**config.mk**
```make
export PLATFORM = sky130hd
export DESIGN_NAME = dma_snoop_tags
export DESIGN_NICKNAME = d
export VERILOG_FILES = /design/src/rtl/dst_pkg.sv /design/src/rtl/dst_tag_store.sv /design/src/rtl/dst_data_ram.sv /design/src/rtl/dst_snoop_ctrl.sv /design/src/rtl/dma_snoop_tags.sv
export SDC_FILE = /design/constraint.sdc
export NUM_CORES = 1
export LEC_CHECK = 0
export ABC_AREA = 1
export ABC_CLOCK_PERIOD_IN_PS = 8100
export BUFFER_PORTS_ARGS = -buffer_cell sky130_fd_sc_hd__buf_2
export CORE_MARGIN = 2
export CORE_UTILIZATION = 35
export DETAILED_ROUTE_END_ITERATION = 8
export PLACE_DENSITY = 0.56
export REMOVE_ABC_BUFFERS = 1
export SLEW_MARGIN = 20
export SYNTH_ARGS = -nofsm -noshare
export SYNTH_HDL_FRONTEND = slang
export SYNTH_HIERARCHICAL = 1
export SYNTH_SLANG_ARGS = --single-unit
```
**constraint.sdc**
```tcl
create_clock -name clk -period 8.1 [get_ports clk]
set_input_delay 1.62 -clock clk [delete_from_list [all_inputs] [get_ports clk]]
set_output_delay 1.62 -clock clk [all_outputs]
set_load 0.02 [all_outputs]
```
**src/rtl/dst_pkg.sv**
```systemverilog
package dst_pkg;
  typedef enum logic [1:0] {
    OP_NOP    = 2'd0,
    OP_LOOKUP = 2'd1,
    OP_FILL   = 2'd2,
    OP_WRITE  = 2'd3
  } cpu_op_e;
endpackage

```
**src/rtl/dst_tag_store.sv**
```systemverilog
module dst_tag_store #(
  parameter int IDX_W = 4,
  parameter int TAG_W = 8
) (
  input  logic             clk,
  input  logic             rst,
  input  logic [IDX_W-1:0] cpu_idx,
  input  logic [TAG_W-1:0] cpu_tag,
  input  logic             cpu_fill,
  input  logic             cpu_wr,
  output logic             cpu_hit,
  output logic             cpu_dirty,
  input  logic [IDX_W-1:0] snp_idx,
  input  logic [TAG_W-1:0] snp_tag,
  input  logic             snp_inv,
  output logic             snp_hit,
  output logic             snp_dirty
);
  localparam int LINES = 1 << IDX_W;

  logic [LINES-1:0] valid_q;
  logic [LINES-1:0] dirty_q;
  logic [TAG_W-1:0] tag_q [LINES];

  // two independent read ports: processor side and snoop side
  always_comb begin
    cpu_hit   = valid_q[cpu_idx] && (tag_q[cpu_idx] == cpu_tag);
    cpu_dirty = cpu_hit && dirty_q[cpu_idx];
    snp_hit   = valid_q[snp_idx] && (tag_q[snp_idx] == snp_tag);
    snp_dirty = snp_hit && dirty_q[snp_idx];
  end

  // state bits; the snoop purge is applied last so it wins on a shared index
  always_ff @(posedge clk) begin
    if (rst) begin
      valid_q <= '0;
      dirty_q <= '0;
    end else begin
      if (cpu_fill) begin
        valid_q[cpu_idx] <= 1'b1;
        dirty_q[cpu_idx] <= 1'b0;
      end else if (cpu_wr && cpu_hit) begin
        dirty_q[cpu_idx] <= 1'b1;
      end
      if (snp_inv) begin
        valid_q[snp_idx] <= 1'b0;
        dirty_q[snp_idx] <= 1'b0;
      end
    end
  end

  always_ff @(posedge clk) begin
    if (cpu_fill) tag_q[cpu_idx] <= cpu_tag;
  end

  AST_SNOOP_INV_WINS: assert property (@(posedge clk) disable iff (rst)
    snp_inv |=> !valid_q[$past(snp_idx)]);
  AST_WRITE_MISS_STABLE: assert property (@(posedge clk) disable iff (rst)
    (cpu_wr && !cpu_hit && !snp_inv) |=> ($stable(valid_q) && $stable(dirty_q)));
endmodule

```
**src/rtl/dst_data_ram.sv**
```systemverilog
module dst_data_ram #(
  parameter int IDX_W  = 4,
  parameter int DATA_W = 32
) (
  input  logic              clk,
  input  logic              we,
  input  logic [IDX_W-1:0]  waddr,
  input  logic [DATA_W-1:0] wdata,
  input  logic [IDX_W-1:0]  raddr,
  output logic [DATA_W-1:0] rdata
);
  localparam int LINES = 1 << IDX_W;

  logic [DATA_W-1:0] mem [LINES];

  // simple dual-port, read-first, registered read
  always_ff @(posedge clk) begin
    if (we) mem[waddr] <= wdata;
    rdata <= mem[raddr];
  end
endmodule

```
**src/rtl/dst_snoop_ctrl.sv**
```systemverilog
module dst_snoop_ctrl #(
  parameter int DATA_W = 32
) (
  input  logic              clk,
  input  logic              rst,
  input  logic              bus_valid,
  input  logic              bus_we,
  input  logic              snp_hit,
  input  logic              snp_dirty,
  input  logic [DATA_W-1:0] line_data,
  output logic              snp_inv,
  output logic              mem_inhibit,
  output logic              bus_drive,
  output logic [DATA_W-1:0] bus_data_out
);
  logic intervene;

  always_comb begin
    intervene = bus_valid && !bus_we && snp_hit && snp_dirty;
    snp_inv   = bus_valid && bus_we && snp_hit;
  end

  always_ff @(posedge clk) begin
    if (rst) begin
      mem_inhibit  <= 1'b0;
      bus_drive    <= 1'b0;
      bus_data_out <= '0;
    end else begin
      mem_inhibit  <= intervene;
      bus_drive    <= mem_inhibit;
      bus_data_out <= mem_inhibit ? line_data : '0;
    end
  end

  AST_MISS_QUIET: assert property (@(posedge clk) disable iff (rst)
    (bus_valid && !snp_hit) |=> !mem_inhibit);
  AST_CLEAN_READ_QUIET: assert property (@(posedge clk) disable iff (rst)
    (bus_valid && !bus_we && !snp_dirty) |=> !mem_inhibit);
  AST_INHIBIT_THEN_DRIVE: assert property (@(posedge clk) disable iff (rst)
    mem_inhibit |=> bus_drive);
  AST_DMA_WRITE_NO_INTERVENE: assert property (@(posedge clk) disable iff (rst)
    (bus_valid && bus_we) |=> !mem_inhibit);
  AST_IDLE_BUS_ZERO: assert property (@(posedge clk) disable iff (rst)
    !bus_drive |-> (bus_data_out == '0));
endmodule

```
**src/rtl/dma_snoop_tags.sv**
```systemverilog
module dma_snoop_tags #(
  parameter int ADDR_W = 12,
  parameter int IDX_W  = 4,
  parameter int DATA_W = 32
) (
  input  logic              clk,
  input  logic              rst,
  input  logic [1:0]        cpu_op,
  input  logic [ADDR_W-1:0] cpu_addr,
  input  logic [DATA_W-1:0] cpu_wdata,
  output logic              cpu_resp_valid,
  output logic              cpu_hit,
  output logic              cpu_dirty,
  input  logic              bus_valid,
  input  logic              bus_we,
  input  logic [ADDR_W-1:0] bus_addr,
  output logic              mem_inhibit,
  output logic              bus_drive,
  output logic [DATA_W-1:0] bus_data_out
);
  import dst_pkg::*;
  localparam int TAG_W = ADDR_W - IDX_W;

  cpu_op_e           op;
  logic              is_fill, is_wr, any_op;
  logic              hit_now, dirty_now;
  logic              snp_hit, snp_dirty, snp_inv;
  logic [DATA_W-1:0] line_data;

  always_comb begin
    op      = cpu_op_e'(cpu_op);
    is_fill = (op == OP_FILL);
    is_wr   = (op == OP_WRITE);
    any_op  = (op != OP_NOP);
  end

  dst_tag_store #(.IDX_W(IDX_W), .TAG_W(TAG_W)) u_tags (
    .clk       (clk),
    .rst       (rst),
    .cpu_idx   (cpu_addr[IDX_W-1:0]),
    .cpu_tag   (cpu_addr[ADDR_W-1:IDX_W]),
    .cpu_fill  (is_fill),
    .cpu_wr    (is_wr),
    .cpu_hit   (hit_now),
    .cpu_dirty (dirty_now),
    .snp_idx   (bus_addr[IDX_W-1:0]),
    .snp_tag   (bus_addr[ADDR_W-1:IDX_W]),
    .snp_inv   (snp_inv),
    .snp_hit   (snp_hit),
    .snp_dirty (snp_dirty)
  );

  dst_data_ram #(.IDX_W(IDX_W), .DATA_W(DATA_W)) u_data (
    .clk   (clk),
    .we    (is_fill || (is_wr && hit_now)),
    .waddr (cpu_addr[IDX_W-1:0]),
    .wdata (cpu_wdata),
    .raddr (bus_addr[IDX_W-1:0]),
    .rdata (line_data)
  );

  dst_snoop_ctrl #(.DATA_W(DATA_W)) u_ctrl (
    .clk          (clk),
    .rst          (rst),
    .bus_valid    (bus_valid),
    .bus_we       (bus_we),
    .snp_hit      (snp_hit),
    .snp_dirty    (snp_dirty),
    .line_data    (line_data),
    .snp_inv      (snp_inv),
    .mem_inhibit  (mem_inhibit),
    .bus_drive    (bus_drive),
    .bus_data_out (bus_data_out)
  );

  always_ff @(posedge clk) begin
    if (rst) begin
      cpu_resp_valid <= 1'b0;
      cpu_hit        <= 1'b0;
      cpu_dirty      <= 1'b0;
    end else begin
      cpu_resp_valid <= any_op;
      cpu_hit        <= any_op && hit_now;
      cpu_dirty      <= any_op && dirty_now;
    end
  end

  AST_RESP_ONLY_AFTER_OP: assert property (@(posedge clk) disable iff (rst)
    cpu_hit |-> cpu_resp_valid);
endmodule

```
# --- Yosys cells after proc, flatten, opt, wreduce, memory -nomap -nowiden ---
# Memory sizes are Yosys's and may differ from the RTL's. A register that Yosys moved wholly into a read port is not among the register bits.
# Cells that the tools add are included.
word_totals:
  memories: 2
  ram_bits: 640
  out_inout_bits: 37
  input_bits: 62
  elab_cells: 67
  ff_bits: 69
classes:
  magnitude_cmp: 4
  eq_ne: 4
  n_reduce_logical: 18
  n_bitwise: 8
  muxes: 23
mem_list:
  columns: ["name", "depth", "width", "rd", "rd_ports_with_merged_regs", "write_ports", "line_no", "text"]
  rows:
  - ["u_data.mem", 16, 32, 1, 1, 1, "dst_data_ram.sv:14", "logic [DATA_W-1:0] mem [LINES];"]
  - ["u_tags.tag_q", 16, 8, 2, 0, 1, "dst_tag_store.sv:23", "logic [TAG_W-1:0] tag_q [LINES];"]
op_table:
  columns: ["cell", "count"]
  rows:
  - ["$mux 16", 7]
  - ["$and 16x16->16", 3]
  - ["$not 16->16", 2]
  - ["$or 16x16->16", 2]
  - ["$bmux 1 s4", 4]
  - ["$eq 8x8->1", 2]
  - ["$logic_and 1x1->1", 14]
  - ["$lt 4x5->1 const B", 2]
  - ["$mux 1", 10]
  - ["$demux 1 s4", 2]
  - ["$ge 4x1->1 const B", 2]
  - ["$eq 2x2->1 const B", 2]
  - ["$reduce_bool 2->1", 1]
  - ["$reduce_or 2->1", 1]
  - ["$logic_not 1->1", 1]
  - ["$logic_or 1x1->1", 1]
  - ["$not 1->1", 1]

# --- Depth between registers and ports, before layout ---
# Gate-level depths: netlist (run 1).
depth:
  depth_word: 10
  ltp_mapped: 22

# --- By module ---
# Netlist (run 1), hierarchy kept.
by_module_without_submodules:
  columns: ["module", "n_inst", "cells_each", "seq_area_each_um2", "area_per_inst_um2"]
  rows:
  - ["dst_data_ram", 1, 2120, 16015.4, 22730.6]
  - ["dst_tag_store", 1, 994, 4484.3, 8236.6]
  - ["dst_snoop_ctrl", 1, 109, 680.7, 1066.0]
  - ["dma_snoop_tags", 1, 14, 60.1, 107.6]

# --- Least setup slack after synthesis (run 1) ---
# No wires, ideal clock.
synth_path:
  path_type: "input port to flip-flop"
  from: "input cpu_addr[1]"
  to: "memory u_data.mem[12][0] (enable)"
  setup_ns: 0.421
  cell_stages: 18
  t_arrival_ns: 4.788
  slack_ns: 2.891
  n_path_buf: 3
  cell_sequence: "buf_4 -> inv_2 -> nor2_4 -> buf_4 -> nand2_1 -> nand4_1 -> nand2_1 -> nand2_1 -> nor2_1 -> nand2_1 -> nand2_1 -> nand3_1 -> nor2_4 -> buf_6 -> inv_1 -> a21oi_1 -> nand3_1 -> nor2_1"
synth_via:
  elab_chain_cells: 7
synth_rtl:
  columns: ["item", "line_no", "text"]
  rows:
  - ["start, declared", "dma_snoop_tags.sv:9", "input logic [ADDR_W-1:0] cpu_addr,"]
  - ["$mem_v2 16x8 or $bmux 1 s4 (tied branches)", null, null]
  - ["$eq 8x8->1 or $mux 1 (tied branches)", "dst_tag_store.sv:27", "cpu_hit = valid_q[cpu_idx] && (tag_q[cpu_idx] == cpu_tag);"]
  - ["$logic_and 1x1->1 *", "dst_tag_store.sv:27", null]
  - ["via hit_now", "dma_snoop_tags.sv:26", "logic hit_now, dirty_now;"]
  - ["$logic_and 1x1->1 *", "dma_snoop_tags.sv:55", ".we (is_fill || (is_wr && hit_now)),"]
  - ["$logic_or 1x1->1 *", "dma_snoop_tags.sv:55", null]
  - ["$mux 1 *", "dst_data_ram.sv:18", "if (we) mem[waddr] <= wdata;"]
  - ["$mux 1 (not written as such) *", "dst_data_ram.sv:18", null]
  - ["end, declared", "dst_data_ram.sv:14", null]
# The timed path passes the listed nets; every way through them passes the cells marked *. The select of a mux whose other input is x is not followed.

# --- Worst setup path in the final report (run 1) ---
layout_path:
  from: "input cpu_addr[0]"
  to: "memory u_data.mem[13][0] (enable)"
# The elaborated chain is that of the path after synthesis.

==> results of run 1 <==
[cell families after synthesis]
group | Yosys count | share of synthesized area [%]
flops | 741 | 66.1
xor+xnor | 2 | 0.0545
simple gates | 1634 | 21.2
compound gates | 194 | 3.68
buf+inv | 666 | 9.00
[synthesized netlist by cell type, drive strengths merged, types with 5 or more instances]
library cell	count	area share [%]
buf	117	2.6
or2	6	0.12
nor3	5	0.078
a22oi	65	1.5
o22ai	14	0.27
o21ai	56	0.87
o21a	5	0.12
dfxtp	101	6.3
nor2	132	1.8
nand2	1070	13
nand4	11	0.21
edfxtp	640	60
a21oi	48	0.75
inv	512	6.0
nand3	407	6.3
clkbuf	34	0.40
[layer usage]
layer,vias to the layer above,part of all wire [%],global-route usage (%)
li1,10700,-,-
met2,715,46,29.2
met3,161,6.9,3.59
met5,-,0.027,0
met1,10600,44,24.4
met4,4,3.1,6.59
[sequential cells by signal, summed over array words and instances (netlist names)]
| name | flops |
|---|---|
| u_tags/valid_q | 16 |
| u_ctrl/bus_drive | 1 |
| u_tags/tag_q | 128 |
| u_data/rdata | 32 |
| u_ctrl/mem_inhibit | 1 |
| u_ctrl/bus_data_out | 32 |
| u_data/mem | 512 |
| cpu_dirty | 1 |
| cpu_hit | 1 |
| cpu_resp_valid | 1 |
| u_tags/dirty_q | 16 |
[layout by cell type (no fill, tap or decap), types with 4 or more instances in the layout]
master | Yosys | layout
edfxtp_1 | 640 | 640
clkbuf_16 | 0 | 84
o21a_1 | 5 | 5
nor2_2 | 32 | 36
buf_2 | 56 | 95
nand2_1 | 1067 | 1067
nor3_1 | 5 | 5
nand3_1 | 407 | 407
bufinv_16 | 0 | 4
inv_2 | 4 | 5
clkinv_2 | 0 | 15
nand4_1 | 11 | 11
nor2_1 | 98 | 78
o21ai_0 | 52 | 52
clkbuf_1 | 34 | 24
a21oi_1 | 48 | 48
a22oi_1 | 65 | 65
o22ai_1 | 14 | 14
buf_12 | 1 | 11
nor2_4 | 2 | 18
clkbuf_8 | 0 | 9
o21ai_1 | 4 | 4
buf_4 | 12 | 32
dfxtp_1 | 101 | 101
inv_1 | 506 | 504
or2_2 | 6 | 6
clkinv_1 | 3 | 11
[power by group through the flow]
stage                     logic, mW  clock network [mW]  registers (mW)
after floorplan               0.261                   0            4.30
after global routing          0.571                3.88            4.22
after detailed placement      0.514                   0            4.30
after global placement        0.512                   0            4.30
after CTS                     0.516                3.72            4.22
final                         0.513                3.64            4.22
[worst min-delay path by stage]
stage / from / end / slack, ns
global placement: u_data/rdata[31] / u_ctrl/bus_data_out[31] / 0.40
detailed placement: u_data/rdata[31] / u_ctrl/bus_data_out[31] / 0.40
CTS: u_data/rdata[31] / u_ctrl/bus_data_out[31] / 0.41
global route: u_data/rdata[24] / u_ctrl/bus_data_out[24] / 0.43
finish: u_data/rdata[31] / u_ctrl/bus_data_out[31] / 0.41
floorplan: u_data/rdata[23] / u_ctrl/bus_data_out[23] / 0.39
[final cells by class]
type	count	area, sq um
Antenna cell	1	2.50
Tap cell	1186	1480
Sequential cell	741	21200
Timing Repair Buffer	141	1000
Clock buffer	116	2300
Fill cell	8885	55000
Inverter	515	1950
Clock inverter	34	317
Multi-Input combinational cell	1830	8140
[critical path, cell delays in order]
cell     delay (ns)
buf_2          0.11
buf_4          0.54
nand2_2        0.35
inv_2          0.28
nand2_1        0.08
nand4_1        0.10
nand2_1        0.06
nand2_1        0.11
o21ai_0        0.09
nand2_1        0.08
nand3_1        0.13
nor2_4         0.40
inv_1          0.12
a21oi_1        0.31
nand3_1        0.40
nor2_4         0.64
buf_4          0.44
[per-stage QoR]
stage                     hold slack, ns  cells
after global routing               0.428   4564
after floorplan                    0.394   3086
final                              0.407   4564
after global placement             0.397   4410
after CTS                          0.409   4562
after detailed placement           0.401   4412
==> flow_metrics.tcl, run 1 <==
set metrics [dict create \
    fin_setup_tns_ns 0 \
    r2r_slack_ns 4.09 \
    rsz0062_at_grt "no" \
    finalWorstSetupSlack_ns 2.48 \
    finalPower_mw 8.37 \
    grt_pass1_wl_microns 130000 \
    grt_max_degree 170 \
    vias_per_cell 4.86 \
    critPathRequiredTime_ns 8.41 \
    antenna_left 0 \
    tightest_slew_ns 1.21 \
    final_max_slew_viol_count 0 \
    slew_headroom_pct 19.2 \
    start_util_pct 35.2 \
    crit_fanout 56 \
    hold_viol_final 0 \
    final_core_util_pct 39.9 \
    hp-class "reg2reg" \
    crit_end "u_data/mem[13][0]" \
    die_h_microns 307 \
    dpl-instance-area_sq_mm 0.0338 \
    fp.dieW_microns 307 \
    syn_to_final_growth_pct 13.4 \
    drc_errors 0 \
    worstSetupPathType "in2reg" \
    synth_seq_cells 741 \
    gp_congestion 0.870 \
    fin_area_sq_mm 0.0364 \
    reg2reg_from "u_tags/valid_q[12]" \
    ir_worst_vdd_mv 0.125 \
    synthArstFlopShare_pct 0 \
    die_area_sq_mm 0.0943 \
    combPwrFrac_pct 6.1 \
    grt.total_usage_pct 18.2 \
    h-tree-depth 3 \
    clk_latency_ns 0.66 \
    fmax_mhz 178 \
    vias 22200 \
    grt_pass1_vias 20800 \
    post_cts_resized 0 \
    dpl.hpwl_microns 48900 \
    drive_gt1_share_pct 9.77 \
    p_int_mw 6.45 \
    wl_per_cell_microns 18.9 \
    cts.sinks 741 \
    p_leak_nw 15.3 \
    fin_worst_skew_ns 0.0453 \
    critPathLaunch "cpu_addr[0]" \
    syn_inst 3237 \
    period_share_pct 69.4 \
    cts_tree "done" \
    fp-row-count 111 \
    io_pins 99 \
    pwr-share-clk_pct 43.5 \
    synth_cell_types 34 \
    core_sq_mm 0.0914 \
    syn-cell-area_sq_mm 0.0321 \
    r2r-end "u_data/mem[13][0]" \
    arrival_ns 5.93 \
    cts_buffers 82 \
    switching_share_pct 22.9 \
    power_switching_mw 1.92 \
    cts_setup_buffers 0 \
    synth_edf_count 640 \
    clockBufferDepth 3 \
    port_buffers 98 \
    hold_depth 2 \
    endpoint_kind "flop" \
    status "completed" \
    antenna_found_initial 5 \
    cts-root-buf "clkbuf_16" \
    clkTransAtPathRegs_ns 0.06 \
    start_kind "primary input" \
    synth_area_per_cell_sq_um 9.93 \
    drt-total-wl_microns 86400 \
    setup_violations 0 \
    yosysWarnings 6 \
    drv_cap 0 \
    r2r_cells 17 \
    layout.nets 3373 \
    p_seq_share_pct 50.4 \
    p_per_area_mw_per_mm2 230 \
    dr.first_iter.drc_count 2074 \
    ys_seq_area_share_pct 66.1 \
    synth_ff_type "edfxtp_1" \
    cts_hold_buf 0 \
    period_needed_ns 5.62 \
    grt_overflow_total 0 \
    dr.pass1.iters 6 \
    pre_cts_ws_ns 1.85 \
]
(Power assumes the default switching activity.)
==> inputs of run 2 (changes only) <==
--- a/config.mk
+++ b/config.mk
@@ -6,7 +6,7 @@
 export NUM_CORES = 1
 export LEC_CHECK = 0
 export ABC_AREA = 1
-export ABC_CLOCK_PERIOD_IN_PS = 8100
+export ABC_CLOCK_PERIOD_IN_PS = 5500
 export BUFFER_PORTS_ARGS = -buffer_cell sky130_fd_sc_hd__buf_2
 export CORE_MARGIN = 2
 export CORE_UTILIZATION = 35
==> constraint.sdc (replaced) <==
create_clock -name clk -period 5.5 [get_ports clk]
set_input_delay 1.1 -clock clk [delete_from_list [all_inputs] [get_ports clk]]
set_output_delay 1.1 -clock clk [all_outputs]
set_load 0.02 [all_outputs]
==> flow_metrics.tcl, run 2 (same netlist as run 1, synthesis figures left out) <==
set metrics [dict create \
    status "completed" \
    period_needed_ns 4.17 \
    arrival_ns 4.51 \
    drt-total-wl_microns 87900 \
    post_cts_resized 0 \
    endpoint_kind "flop" \
    power_switching_mw 2.90 \
    ff_latch_area_sq_mm 0.0212 \
    fin_area_sq_mm 0.0368 \
    drv_cap 0 \
    final_cell_mix "nand2_1 (1067), edfxtp_1 (640), inv_1 (504)" \
    setup_violations 0 \
    vias_per_cell 4.86 \
    grt_pass1_vias 21200 \
    dr.pass1.iters 7 \
    cts_tree "done" \
    multi_input_area_sq_mm 0.00814 \
    fill_cells 8807 \
    layout.cells.non_filler 4599 \
    rsz0062_at_grt "no" \
    hold_depth 2 \
    h-tree-depth 3 \
    switching_share_pct 22.9 \
    combPwrFrac_pct 6.2 \
    fin_worst_skew_ns 0.0454 \
    fp.dieW_microns 307 \
    p_seq_share_pct 49.0 \
    port_buffers 98 \
    cts-root-buf "clkbuf_16" \
    mostFrequentLayoutCell "nand2_1" \
    hp-class "reg2reg" \
    dr.first_iter.drc_count 1981 \
    antenna_found_initial 3 \
    fp-row-count 111 \
    drive_gt1_share_pct 10.5 \
    cts.sinks 741 \
    die_h_microns 307 \
    io_pins 99 \
    cts_buffers 85 \
    critPathRequiredTime_ns 5.84 \
    dpl-instance-area_sq_mm 0.0340 \
    core_sq_mm 0.0914 \
    hold_viol_final 0 \
    p_per_area_mw_per_mm2 345 \
    start_util_pct 35.2 \
    top_regs "u_data/mem x512, u_tags/tag_q x128" \
    start_kind "primary input" \
    antenna_left 0 \
    top_register "u_data/mem" \
    p_leak_nw 15.5 \
    die_area_sq_mm 0.0943 \
    pwr-share-clk_pct 44.8 \
    period_share_pct 75.8 \
    grt.total_usage_pct 18.5 \
    clk_latency_ns 0.66 \
    clockBufferDepth 3 \
    syn_to_final_growth_pct 14.5 \
    worstSetupPathType "in2reg" \
    numPlacedInstances 4439 \
    p_int_mw 9.78 \
    grt_pass1_wl_microns 132000 \
    slew_headroom_pct 20.6 \
    grt_overflow_total 0 \
    final_max_slew_viol_count 0 \
    cts_setup_buffers 0 \
    fin_setup_tns_ns 0 \
    fmax_mhz 240 \
    cts_hold_buf 0 \
    layout.nets 3402 \
    wl_per_cell_microns 19.1 \
    crit_fanout 36 \
    vias 22400 \
    drc_errors 0 \
    clkTransAtPathRegs_ns 0.05 \
    r2r_cells 16 \
    grt_max_degree 155 \
    ir_worst_vdd_mv 0.225 \
    gp_congestion 0.902 \
    tightest_slew_ns 1.19 \
    dpl.hpwl_microns 52000 \
    largest_reg_flops 512 \
]
==> run 2: cell type report <==
cell class	instances	area share (%)
Sequential cell	741	57.7
Multi-Input combinational cell	1830	22.1
Clock buffer	124	6.57
Inverter	515	5.29
Tap cell	1186	4.03
Timing Repair Buffer	167	3.19
Clock inverter	34	1.09
Antenna cell	2	0.0136
==> run 2: metrics by stage <==
step | hold slack (ns) | utilization [%] | power, mW | setup WS (ns)
floorplan | 0.394 | - | 6.71 | 0.863
global placement | 0.401 | 37.2 | 7.11 | 0.808
detailed placement | 0.409 | 37.2 | 7.12 | 0.714
CTS | 0.418 | 40.3 | 12.8 | 1.41
global route | 0.429 | 40.3 | 13.1 | 1.03
finish | 0.414 | 40.3 | 12.7 | 1.33
==> run 2: critical path, stage by stage <==
cell	delay, ns
buf_2	0.20
buf_4	0.30
nor2_4	0.40
a21oi_1	0.14
nand2_1	0.08
nand2_1	0.05
nand2_1	0.07
inv_1	0.04
nand2_1	0.06
nand2_1	0.05
nor2_1	0.10
nand3_1	0.16
nor2_4	0.16
inv_1	0.08
a21oi_1	0.25
nand3b_1	0.44
nor2_4	0.50
buf_12	0.27
==> run 2: path summary, 6_finish.rpt <==
kind	to	startpoint	slack (ns)
worst max register to register	u_data/mem[9][30]	u_tags/tag_q[6][1]	2.16
worst min-delay path	u_ctrl/bus_data_out[31]	u_data/rdata[31]	0.41
worst max-delay path	u_data/mem[9][30]	cpu_addr[0]	1.33
worst min register to register	u_ctrl/bus_data_out[31]	u_data/rdata[31]	0.41
==> run 2: layer usage <==
layer | global-route usage, % | vias to the layer above | part of all wire (%)
met5 | 0 | - | 0.015
met4 | 6.36 | 2 | 3.0
met3 | 3.29 | 140 | 6.6
met2 | 29.5 | 763 | 46
met1 | 25.5 | 10700 | 44
li1 | - | 10700 | -
==> run 2: power by group through the flow <==
| stage | combinational, mW | sequential, mW | clock [mW] |
|---|---|---|---|
| 4_1_cts | 0.790 | 6.21 | 5.82 |
| 3_5_place_dp | 0.787 | 6.33 | 0 |
| 2_1_floorplan | 0.384 | 6.33 | 0 |
| 5_1_grt | 0.871 | 6.22 | 6.04 |
| 3_3_place_gp | 0.785 | 6.33 | 0 |
| 6_report | 0.787 | 6.21 | 5.69 |
